===== src/rtl/dbg_trig_pkg.sv =====
package dbg_trig_pkg;

  typedef enum logic [1:0] {
    OP_EXEC  = 2'd0,
    OP_STORE = 2'd1,
    OP_LOAD  = 2'd2,
    OP_NONE  = 2'd3
  } acc_op_e;

  typedef enum logic [2:0] {
    CMP_EQ    = 3'd0,
    CMP_RANGE = 3'd1,
    CMP_GE    = 3'd2,
    CMP_LT    = 3'd3,
    CMP_MLOW  = 3'd4,
    CMP_MHIGH = 3'd5,
    CMP_RSV6  = 3'd6,
    CMP_RSV7  = 3'd7
  } cmp_mode_e;

  localparam int CTRL_W = 11;

  typedef struct packed {
    logic      chain;
    logic      use_data;
    cmp_mode_e mode;
    logic      m_en;
    logic      s_en;
    logic      u_en;
    logic      load_en;
    logic      store_en;
    logic      exec_en;
  } trig_ctrl_t;

endpackage


===== src/rtl/dbg_trig_regs.sv =====
module dbg_trig_regs
  import dbg_trig_pkg::*;
#(
  parameter int NUM_TRIG = 4,
  parameter int XLEN     = 64,
  parameter int IDX_W    = 2
) (
  input  logic             clk,
  input  logic             rst_n,
  input  logic             we,
  input  logic [IDX_W-1:0] idx,
  input  logic             sel,
  input  logic [XLEN-1:0]  wdata,
  output trig_ctrl_t       ctrl_o [NUM_TRIG],
  output logic [XLEN-1:0]  cmp_o  [NUM_TRIG]
);

  for (genvar t = 0; t < NUM_TRIG; t++) begin : g_trig
    trig_ctrl_t      ctrl_q, ctrl_d;
    logic [XLEN-1:0] cmp_q, cmp_d;
    logic            wr_en;

    assign wr_en = we && (idx == IDX_W'(t));

    always_comb begin
      ctrl_d = ctrl_q;
      cmp_d  = cmp_q;
      if (sel) cmp_d  = wdata;
      else     ctrl_d = trig_ctrl_t'(wdata[CTRL_W-1:0]);
    end

    always_ff @(posedge clk or negedge rst_n) begin
      if (!rst_n) begin
        ctrl_q <= '0;
        cmp_q  <= '0;
      end else if (wr_en) begin
        ctrl_q <= ctrl_d;
        cmp_q  <= cmp_d;
      end
    end

    assign ctrl_o[t] = ctrl_q;
    assign cmp_o[t]  = cmp_q;
  end

endmodule


===== src/rtl/dbg_trig_cmp.sv =====
module dbg_trig_cmp
  import dbg_trig_pkg::*;
#(
  parameter int XLEN = 64
) (
  input  trig_ctrl_t      ctrl,
  input  logic [XLEN-1:0] cmp_val,
  input  logic [1:0]      op,
  input  logic [1:0]      priv,
  input  logic [XLEN-1:0] addr,
  input  logic [XLEN-1:0] data,
  input  logic            narrow,
  output logic            match_o
);

  localparam int          WIDE_HALF   = XLEN / 2;
  localparam int          NARROW_HALF = 16;
  localparam int          SH_W        = $clog2(XLEN) + 1;

  logic            op_ok, priv_ok;
  logic [XLEN-1:0] value;
  logic [SH_W-1:0] half_sh;
  logic [XLEN-1:0] tail_ones, range_mask, half_mask;
  logic            cmp_ok;

  always_comb begin
    unique case (acc_op_e'(op))
      OP_EXEC:  op_ok = ctrl.exec_en;
      OP_STORE: op_ok = ctrl.store_en;
      OP_LOAD:  op_ok = ctrl.load_en;
      default:  op_ok = 1'b0;
    endcase
  end

  always_comb begin
    unique case (priv)
      2'd0:    priv_ok = ctrl.u_en;
      2'd1:    priv_ok = ctrl.s_en;
      2'd3:    priv_ok = ctrl.m_en;
      default: priv_ok = 1'b0;
    endcase
  end

  always_comb begin
    value = ctrl.use_data ? data : addr;
    if (narrow) value = {{(XLEN-32){1'b0}}, value[31:0]};
  end

  assign half_sh    = narrow ? SH_W'(NARROW_HALF) : SH_W'(WIDE_HALF);
  assign tail_ones  = cmp_val & ~(cmp_val + XLEN'(1));
  assign range_mask = ~{tail_ones[XLEN-2:0], 1'b1};
  assign half_mask  = cmp_val >> half_sh;

  always_comb begin
    unique case (ctrl.mode)
      CMP_EQ:    cmp_ok = (value == cmp_val);
      CMP_RANGE: cmp_ok = ((value & range_mask) == (cmp_val & range_mask));
      CMP_GE:    cmp_ok = (value >= cmp_val);
      CMP_LT:    cmp_ok = (value < cmp_val);
      CMP_MLOW:  cmp_ok = ((value & half_mask) == (cmp_val & half_mask));
      CMP_MHIGH: cmp_ok = (((value >> half_sh) & half_mask) == (cmp_val & half_mask));
      default:   cmp_ok = 1'b0;
    endcase
  end

  assign match_o = op_ok && priv_ok && cmp_ok;

endmodule


===== src/rtl/dbg_trig_resolve.sv =====
module dbg_trig_resolve #(
  parameter int NUM_TRIG = 4,
  parameter int IDX_W    = 2
) (
  input  logic [NUM_TRIG-1:0] match,
  input  logic [NUM_TRIG-1:0] chain,
  output logic                found_o,
  output logic [IDX_W-1:0]    idx_o
);

  always_comb begin
    logic chain_ok;
    chain_ok = 1'b1;
    found_o  = 1'b0;
    idx_o    = '0;
    for (int i = 0; i < NUM_TRIG; i++) begin
      if (!chain_ok) begin
        if (!chain[i]) chain_ok = 1'b1;
      end else if (!match[i]) begin
        if (chain[i]) chain_ok = 1'b0;
      end else if (!chain[i] && !found_o) begin
        found_o = 1'b1;
        idx_o   = IDX_W'(i);
      end
    end
  end

endmodule


===== src/rtl/dbg_trig_match.sv =====
module dbg_trig_match
  import dbg_trig_pkg::*;
#(
  parameter int NUM_TRIG = 4,
  parameter int XLEN     = 64,
  localparam int IDX_W   = $clog2(NUM_TRIG)
) (
  input  logic             clk,
  input  logic             rst_n,
  input  logic             cfg_we,
  input  logic [IDX_W-1:0] cfg_idx,
  input  logic             cfg_sel,
  input  logic [XLEN-1:0]  cfg_wdata,
  input  logic             acc_valid,
  input  logic [1:0]       acc_op,
  input  logic [1:0]       acc_priv,
  input  logic [XLEN-1:0]  acc_addr,
  input  logic [XLEN-1:0]  acc_data,
  input  logic             in_debug,
  input  logic             narrow,
  output logic             hit,
  output logic [IDX_W-1:0] hit_idx
);

  trig_ctrl_t          ctrl   [NUM_TRIG];
  logic [XLEN-1:0]     cmpv   [NUM_TRIG];
  logic [NUM_TRIG-1:0] match_vec;
  logic [NUM_TRIG-1:0] chain_vec;
  logic                found;
  logic [IDX_W-1:0]    win_idx;
  logic                hit_d, hit_q;
  logic [IDX_W-1:0]    idx_d, idx_q;

  dbg_trig_regs #(.NUM_TRIG(NUM_TRIG), .XLEN(XLEN), .IDX_W(IDX_W)) regs_i (
    .clk    (clk),
    .rst_n  (rst_n),
    .we     (cfg_we),
    .idx    (cfg_idx),
    .sel    (cfg_sel),
    .wdata  (cfg_wdata),
    .ctrl_o (ctrl),
    .cmp_o  (cmpv)
  );

  for (genvar t = 0; t < NUM_TRIG; t++) begin : g_cmp
    dbg_trig_cmp #(.XLEN(XLEN)) cmp_i (
      .ctrl    (ctrl[t]),
      .cmp_val (cmpv[t]),
      .op      (acc_op),
      .priv    (acc_priv),
      .addr    (acc_addr),
      .data    (acc_data),
      .narrow  (narrow),
      .match_o (match_vec[t])
    );
    assign chain_vec[t] = ctrl[t].chain;
  end

  dbg_trig_resolve #(.NUM_TRIG(NUM_TRIG), .IDX_W(IDX_W)) resolve_i (
    .match   (match_vec),
    .chain   (chain_vec),
    .found_o (found),
    .idx_o   (win_idx)
  );

  always_comb begin
    hit_d = acc_valid && found && !in_debug;
    idx_d = hit_d ? win_idx : '0;
  end

  always_ff @(posedge clk or negedge rst_n) begin
    if (!rst_n) begin
      hit_q <= 1'b0;
      idx_q <= '0;
    end else begin
      hit_q <= hit_d;
      if (acc_valid) idx_q <= idx_d;
    end
  end

  assign hit     = hit_q;
  assign hit_idx = idx_q;

endmodule


===== config.mk =====
export PLATFORM = sky130hd
export DESIGN_NAME = dbg_trig_match
export DESIGN_NICKNAME = d
export VERILOG_FILES = /design/src/rtl/dbg_trig_pkg.sv /design/src/rtl/dbg_trig_regs.sv /design/src/rtl/dbg_trig_cmp.sv /design/src/rtl/dbg_trig_resolve.sv /design/src/rtl/dbg_trig_match.sv
export SDC_FILE = /design/constraint.sdc
export NUM_CORES = 2
export LEC_CHECK = 0
export BUFFER_PORTS_ARGS = -buffer_cell sky130_fd_sc_hd__buf_4
export CORE_UTILIZATION = 30
export CTS_BUF_LIST = sky130_fd_sc_hd__clkbuf_4 sky130_fd_sc_hd__clkbuf_8 sky130_fd_sc_hd__clkbuf_16
export DETAILED_ROUTE_END_ITERATION = 6
export GPL_ROUTABILITY_DRIVEN = 0
export HOLD_SLACK_MARGIN = 0.02
export PLACE_DENSITY_LB_ADDON = 0.2
export SLEW_MARGIN = 20
export SYNTH_ARGS = -nofsm -noshare
export SYNTH_HDL_FRONTEND = slang
export SYNTH_HIERARCHICAL = 1
export SYNTH_SLANG_ARGS = --single-unit

===== constraint.sdc =====
create_clock -name clk -period 7.1 [get_ports clk]
set_input_delay 1.42 -clock clk [delete_from_list [all_inputs] [get_ports clk]]
set_output_delay 1.42 -clock clk [all_outputs]
set_load 0.01 [all_outputs]

Word level (Yosys, flattened, before mapping) --
Index checks and enable logic that the tools add are counted.
Word-level totals: register bits 303, input port bits 205, output and inout bits 3, logic and storage cells 226
Operators by class: $add $sub $neg 4, $lt $le $gt $ge 8, equality and inequality tests 43, shifts and indexed selects 8, multiplexer cells 49, bitwise operators 33, reduce and logical (&&, ||, !) cells 39
Operator list (count):
- bitwise AND 64 bit | 20
- == test 64 bit | 16
- two-way mux 64 bit | 8
- >= comparator 64 bit | 4
- < comparator 64 bit | 4
- inverter 64 bit | 4
- >> shifter 64 x 6 -> 64 bit | 4
- >> shifter 64 x 7 -> 64 bit | 4
- adder 63 x 1 -> 63 bit (second input constant) | 4
- bitwise AND 63 bit | 4
- inverter 63 bit | 4
- == test 3 x 2 -> 1 bit (second input constant) | 8
- == test 3 bit (second input constant) | 8
- case mux 1 bit (3 select lines) | 8
- case mux 1 bit (6 select lines) | 4
- two-way mux 1 bit | 19
- two-way mux 2 bit | 9
- logical AND 1 bit | 17
- AND reduction 2 bit | 8
- == test 3 x 1 -> 1 bit (second input constant) | 4
- logical NOT 3 bit | 4
- == test 2 bit (second input constant) | 4
- logical NOT 1 bit | 7
- == test 2 x 1 -> 1 bit (second input constant) | 3
- other kinds (3) | 5

Depth between registers and ports, before layout --
word-level depth 27, depth in mapped cells 22, depth with buffers taken out 18

By module --
Netlist, hierarchy kept.
By module, submodules not included:
- dbg_trig_cmp | times used 4, cells an instance 765, area each 5614.1 µm², sequential area each 0.0 µm²
- dbg_trig_regs | times used 1, cells an instance 639, area each 11202.0 µm², sequential area each 7507.2 µm²
- dbg_trig_match | times used 1, cells an instance 10, area each 121.4 µm², sequential area each 75.1 µm²
- dbg_trig_resolve | times used 1, cells an instance 16, area each 102.6 µm², sequential area each 0.0 µm²

Worst setup path after synthesis --
OpenSTA, ideal clock, no wires.
path type input-to-reg, start point in narrow, end point reg idx_q[0], in the netlist hit_idx[0], library setup time 121 ps, data arrival time 5670 ps, data required time 6979 ps, setup slack 1309 ps, stages on the path 20, path buffers 5, path through clkbuf_1 > buf_1 > clkbuf_1 > buf_1 > clkbuf_1 > nor2_1 > ha_1 > nand4_1 > nor3_1 > a221oi_1 > o21ai_0 > a211oi_1 > mux2i_1 > o31ai_1 > o31ai_1 > o221ai_2 > maj3_1 > or3b_1 > nand2b_4 > o2bb2ai_1
On the way: longest elaborated chain between the ends 25, elaborated cells between the ends (all ways) 94, those cells by class order compare: 8; eq/ne: 16; shift: 8; mux: 34; bitwise: 16; reduce/logical: 12
RTL lines:
- from (decl) | line dbg_trig_match.sv:20 | input logic narrow,
- two-way mux 64 bit / two-way mux 6 bit (equally long branches) | line dbg_trig_cmp.sv:46, dbg_trig_cmp.sv:49
- >> shifter 64 x 7 -> 64 bit / >> shifter 64 x 6 -> 64 bit (equally long branches) | line dbg_trig_cmp.sv:61, dbg_trig_cmp.sv:52
- bitwise AND 64 bit, on equally long branches | line dbg_trig_cmp.sv:61, dbg_trig_cmp.sv:60
- == test 64 bit, on equally long branches | line dbg_trig_cmp.sv:61, dbg_trig_cmp.sv:60
- case mux 1 bit (6 select lines) * | line dbg_trig_cmp.sv:55 | unique case (ctrl.mode)
- logical AND 1 bit * | line dbg_trig_cmp.sv:66 | assign match_o = op_ok && priv_ok && cmp_ok;
- named net match_vec[0] | line dbg_trig_match.sv:27 | logic [NUM_TRIG-1:0] match_vec;
- two-way mux 1 bit | line dbg_trig_resolve.sv:19 | end else if (!match[i]) begin
- [... 10 more ...]
- logical NOT 1 bit | line dbg_trig_resolve.sv:21 | end else if (!chain[i] && !found_o) begin
- logical AND 1 bit | line dbg_trig_resolve.sv:21
- two-way mux 1 bit | line dbg_trig_resolve.sv:21
- two-way mux 1 bit | line dbg_trig_resolve.sv:19
- two-way mux 1 bit * | line dbg_trig_resolve.sv:17 | if (!chain_ok) begin
- named net found | line dbg_trig_match.sv:29 | logic found;
- logical AND 1 bit * (2 in series) | line dbg_trig_match.sv:67 | hit_d = acc_valid && found && !in_debug;
- two-way mux 2 bit * | line dbg_trig_match.sv:68 | idx_d = hit_d ? win_idx : '0;
- to (signal assigned) | line dbg_trig_match.sv:77 | if (acc_valid) idx_q <= idx_d;
- to (decl) | line dbg_trig_match.sv:32 | logic [IDX_W-1:0] idx_d, idx_q;
Mark *: on every way through the listed nets, which the timed path passes. The rest lies on a longest branch. A chain may end at the register's enable or synchronous reset.

Worst setup path after layout --
start point reg regs_i.g_trig[2].ctrl_q, in the netlist regs_i/ctrl_o[20], end point reg idx_q[0], in the netlist hit_idx[0]
On the way: longest elaborated chain between the ends 17, elaborated cells between the ends (all ways) 31, those cells by class order compare: 2; eq/ne: 4; shift: 1; mux: 16; bitwise: 3; reduce/logical: 5
RTL lines:
- from (decl) | line dbg_trig_regs.sv:19 | trig_ctrl_t ctrl_q, ctrl_d;
- from (signal assigned) | line dbg_trig_regs.sv:37 | ctrl_q <= ctrl_d;
- two-way mux 64 bit * | line dbg_trig_cmp.sv:45 | value = ctrl.use_data ? data : addr;
- two-way mux 64 bit * | line dbg_trig_cmp.sv:46 | if (narrow) value = {{(XLEN-32){1'b0}}, value[31:0]};
- >> shifter 64 x 7 -> 64 bit | line dbg_trig_cmp.sv:61 | CMP_MHIGH: cmp_ok = (((value >> half_sh) & half_mask) == (cmp_val & half_mask));
- bitwise AND 64 bit | line dbg_trig_cmp.sv:61
- == test 64 bit | line dbg_trig_cmp.sv:61
- case mux 1 bit (6 select lines) * | line dbg_trig_cmp.sv:55
- logical AND 1 bit * | line dbg_trig_cmp.sv:66
- named net match_vec[2] | line dbg_trig_match.sv:27
- [... 2 more ...]
- logical NOT 1 bit | line dbg_trig_resolve.sv:21
- logical AND 1 bit | line dbg_trig_resolve.sv:21
- two-way mux 1 bit | line dbg_trig_resolve.sv:21
- two-way mux 1 bit | line dbg_trig_resolve.sv:19
- two-way mux 1 bit * | line dbg_trig_resolve.sv:17
- named net found | line dbg_trig_match.sv:29
- logical AND 1 bit * (2 in series) | line dbg_trig_match.sv:67
- two-way mux 2 bit * | line dbg_trig_match.sv:68
Marked as above.

==> results.md <==
* Period minus WS final at 6034 ps
* PostCTS Resize Cnt at 0
* Die Ht at 338.1 µm
* Beginning of the worst register-to-register path: regs_i/ctrl_o[20]$_DFFE_PN0P_
* # H-tree levels at 2
* Hold buffers post-CTS at 0
* # rows at between 100 and 150
* TritonCTS buffer count at 39
* Slew headroom at 0.1509
* Largest net degree at the start of global routing at between 100 and 150
* Layout cell share with drive strength beyond 1 at 0.2103
* Crit. End Element: register
* Mux cell area share after synthesis at 0.2744
* Area of the multi-input gates at about 24000 µm²
* CP startpoint: regs_i/ctrl_o[20]$_DFFE_PN0P_
* Initial core utilization at 0.3045
* Critical Path Fanout Max at 34
* Die Area at about 110000 µm²
* FMAX at 165.7 MHz
* First-pass GRT wire length at between 200000 and 300000 µm
* Grt total ovfl at 0
* Post-synthesis xor/xnor area fraction at 0.08272
* 1st-pass router iterations at 7
* Register Area at 7597 µm²
* Clock-pin slew on the worst setup and hold paths at ~60 ps
* CTS max path bufs at 3
* Fin crit share at 0.8499
* Non-Filler Instances at approximately 5400
* Place WS at approximately 850 ps
* # fillers at between 10000 and 15000
* # Post-CTS Setup Buffers at 0
* Worst Hold Slack at between 500 and 600 ps
* Clock tree sinks at around 300
* Final Slew Violations at 0
* DR iter-0 viols at 5327
* DPL Wire Length at between 100000 and 150000 µm
* Post-synth top cells: mux2i_1 (380), mux2_2 (368), inv_1 (322)
* Peak VDD IR at between 0.00015 and 0.0002 V
* DP Cell Count at between 5000 and 6000
* DR WL/cell at roughly 34 µm
* Avg Synthesized Cell Area at a little over 9 µm²
* Cell Pwr Density at about 280 nW/µm²
* Tightest Pin Transition at ~1300 ps
* CTS tree: done
* Number of cells produced by synthesis at ~3700
* Final setup viols at 0
* # IOs at ~210
* Post-synthesis simple-gate area fraction at 0.1301
* Chip width at about 340 µm
* Max Cap Viol at 0
* Power Total at ~0.011 W
* Top cells by area, synth: dfrtp_1 (22%), mux2_2 (12%), mux2i_1 (11%)
* Clock latency on the worst-skew pair at roughly 610 ps
* Via-to-Cell Ratio at 6.266
* Synth Cell Area at 33880 µm²
* Setup total negative slack at 0 ps
* Post-synth cell types at a little over 70
* Worst Hold Class: register to register
* Yosys top cell area share at 0.2238
* Initial antenna violation count at 23
* Number of port buffers at 207
* Most used flip-flop cell after synthesis: dfrtp_1
* Final #Nets at roughly 4300
* Leading area contributor after synthesis: dfrtp_1
* Run status: complete, but fails checks
* Area grow syn2layout at 13.67%
* Final hold violation count at 0
* Worst Path Required at roughly 7600 ps
* Final WL at 186400 µm
* Count leader, synth: mux2i_1
* Post-synth EDFFs at 0
* Largest family of logic cells by synthesized area: multiplexers
* Post-Syn Nets at around 4200
* Leak at 16.77 nW
* Vias in the first global route at 31070
* Failing checks: design-rule violations
* Compound-Gate Fraction of Synth Area at 0.1371
* Hold Crit Start: regs_i/ctrl_o[0]$_DFFE_PN0P_
* Total GRT Usage at 0.3177
* Via count at ~34000
* Async SR Flop Fraction at 1.000
* Layout Skew at ~36 ps
* Final WS setup at ~1100 ps
* RSZ-0062 raised after global routing: false
* Core area at about 110000 µm²
* Critical Path AT at between 6000 and 7000 ps
* Type of origin of the critical path: register
* WS Path Type: register to register
* Synthesis warning total at 6
* Clk root buf: clkbuf_16
* Routed Antenna Nets at 0
* Adder-cell share of the synthesized area at 0.09513
* Residual DRC at 15
* Number of synthesized register bits at just over 300
* Post-synthesis sequential area ratio at 0.2238
==> per-stage QoR <==
stage / instance area, µm² / util
CTS: 38470 / 0.3457
finish: 38510 / 0.3461
global placement: 37140 / 0.3338
detailed placement: 37140 / 0.3338
global route: 38490 / 0.3459
floorplan: 33880 / -
==> layout make-up <==
cell class | instances | area share
well taps | 1488 | 0.04834
clock inverters | 14 | 0.004288
diodes | 19 | 0.001234
inverters | 327 | 0.03187
multi-input cells | 2952 | 0.6337
clock buffers | 53 | 0.03011
flip-flops and latches | 303 | 0.1973
repair buffers | 259 | 0.05315
==> worst max-delay path, cell delays in order (launching register included) <==
cell,delay (ps)
dfrtp_4,830
buf_4,420
mux2i_1,710
nor2_1,340
ha_1,380
nand4_1,170
or4_1,590
o21ai_0,720
a211oi_1,170
mux2i_1,170
o31ai_1,310
o31ai_1,190
o221ai_2,110
maj3_1,210
or3b_1,400
nand2b_4,100
o2bb2ai_1,70
==> kinds of logic (layout without fill, tap and decap cells) <==
family | count (synthesis) | in the layout
flip-flops | 303 | 303
multiplexers | 808 | 808
other | 0 | 19
AO/OA/AOI/OAI | 729 | 729
buffers and inverters | 470 | 653
adder cells (fa/ha/maj) | 258 | 258
AND/OR/NAND/NOR | 837 | 837
XOR/XNOR | 320 | 320
==> sequential cells by signal (all words and copies together), names as in the netlist <==
register and cells:
regs_i/g_trig.cmp_q 256, regs_i/ctrl_o 44, hit_idx 2, hit 1
==> power by group <==
group          internal, W  switching (W)  total (W)
clock network      0.00125       0.000896    0.00215
logic              0.00227        0.00340    0.00566
registers          0.00210       0.000926    0.00302
total              0.00562        0.00522     0.0108
==> routing by layer <==
layer | GRT usage | vias up | share of wire
met5 | 0.02468 | - | 0.0036
met4 | 0.1410 | 44 | 0.051
met3 | 0.1535 | 442 | 0.15
met2 | 0.4007 | 2531 | 0.36
met1 | 0.4416 | 16790 | 0.43
li1 | - | 14120 | -
==> placed cells by master (no fill, tap or decap), types with 12 or more instances in the layout <==
cell       count
o31ai_1       20
xnor2_1      316
nand2_1      184
o21ai_0      205
a221oi_1      20
a21oi_1      161
a21boi_0      16
a22o_1        16
nor4_1        40
clkbuf_16     41
mux2_2       368
buf_4        250
or4_1         12
o211ai_1      16
ha_1         256
and3_1        12
or2_2         12
o21a_1        44
inv_1        322
a21o_1        28
a211oi_1      16
o22ai_1       72
or3_1         12
a2111oi_0     16
mux4_2        60
nand4_1       92
o2111ai_1     20
diode_2       19
a22oi_1       12
mux2i_1      380
and4_1        16
dfrtp_1      299
or3_2         12
nor2_1       199
nand3_1       92
nor3_1        85
==> worst paths after layout <==
path / slack, ps / end / depth (start not counted)
min reg2reg: 500 / regs_i/ctrl_o[0]$_DFFE_PN0P_ / 1
max: 1070 / hit_idx[0]$_DFFE_PN0P_ / 16
min in group asynchronous: 820 / regs_i/g_trig[3].cmp_q[44]$_DFFE_PN0P_ / 1
max reg2reg: 1070 / hit_idx[0]$_DFFE_PN0P_ / 16
max in group asynchronous: 4920 / regs_i/ctrl_o[42]$_DFFE_PN0P_ / 2
min: 500 / regs_i/ctrl_o[0]$_DFFE_PN0P_ / 1
Power figures use the tool's default switching activity.
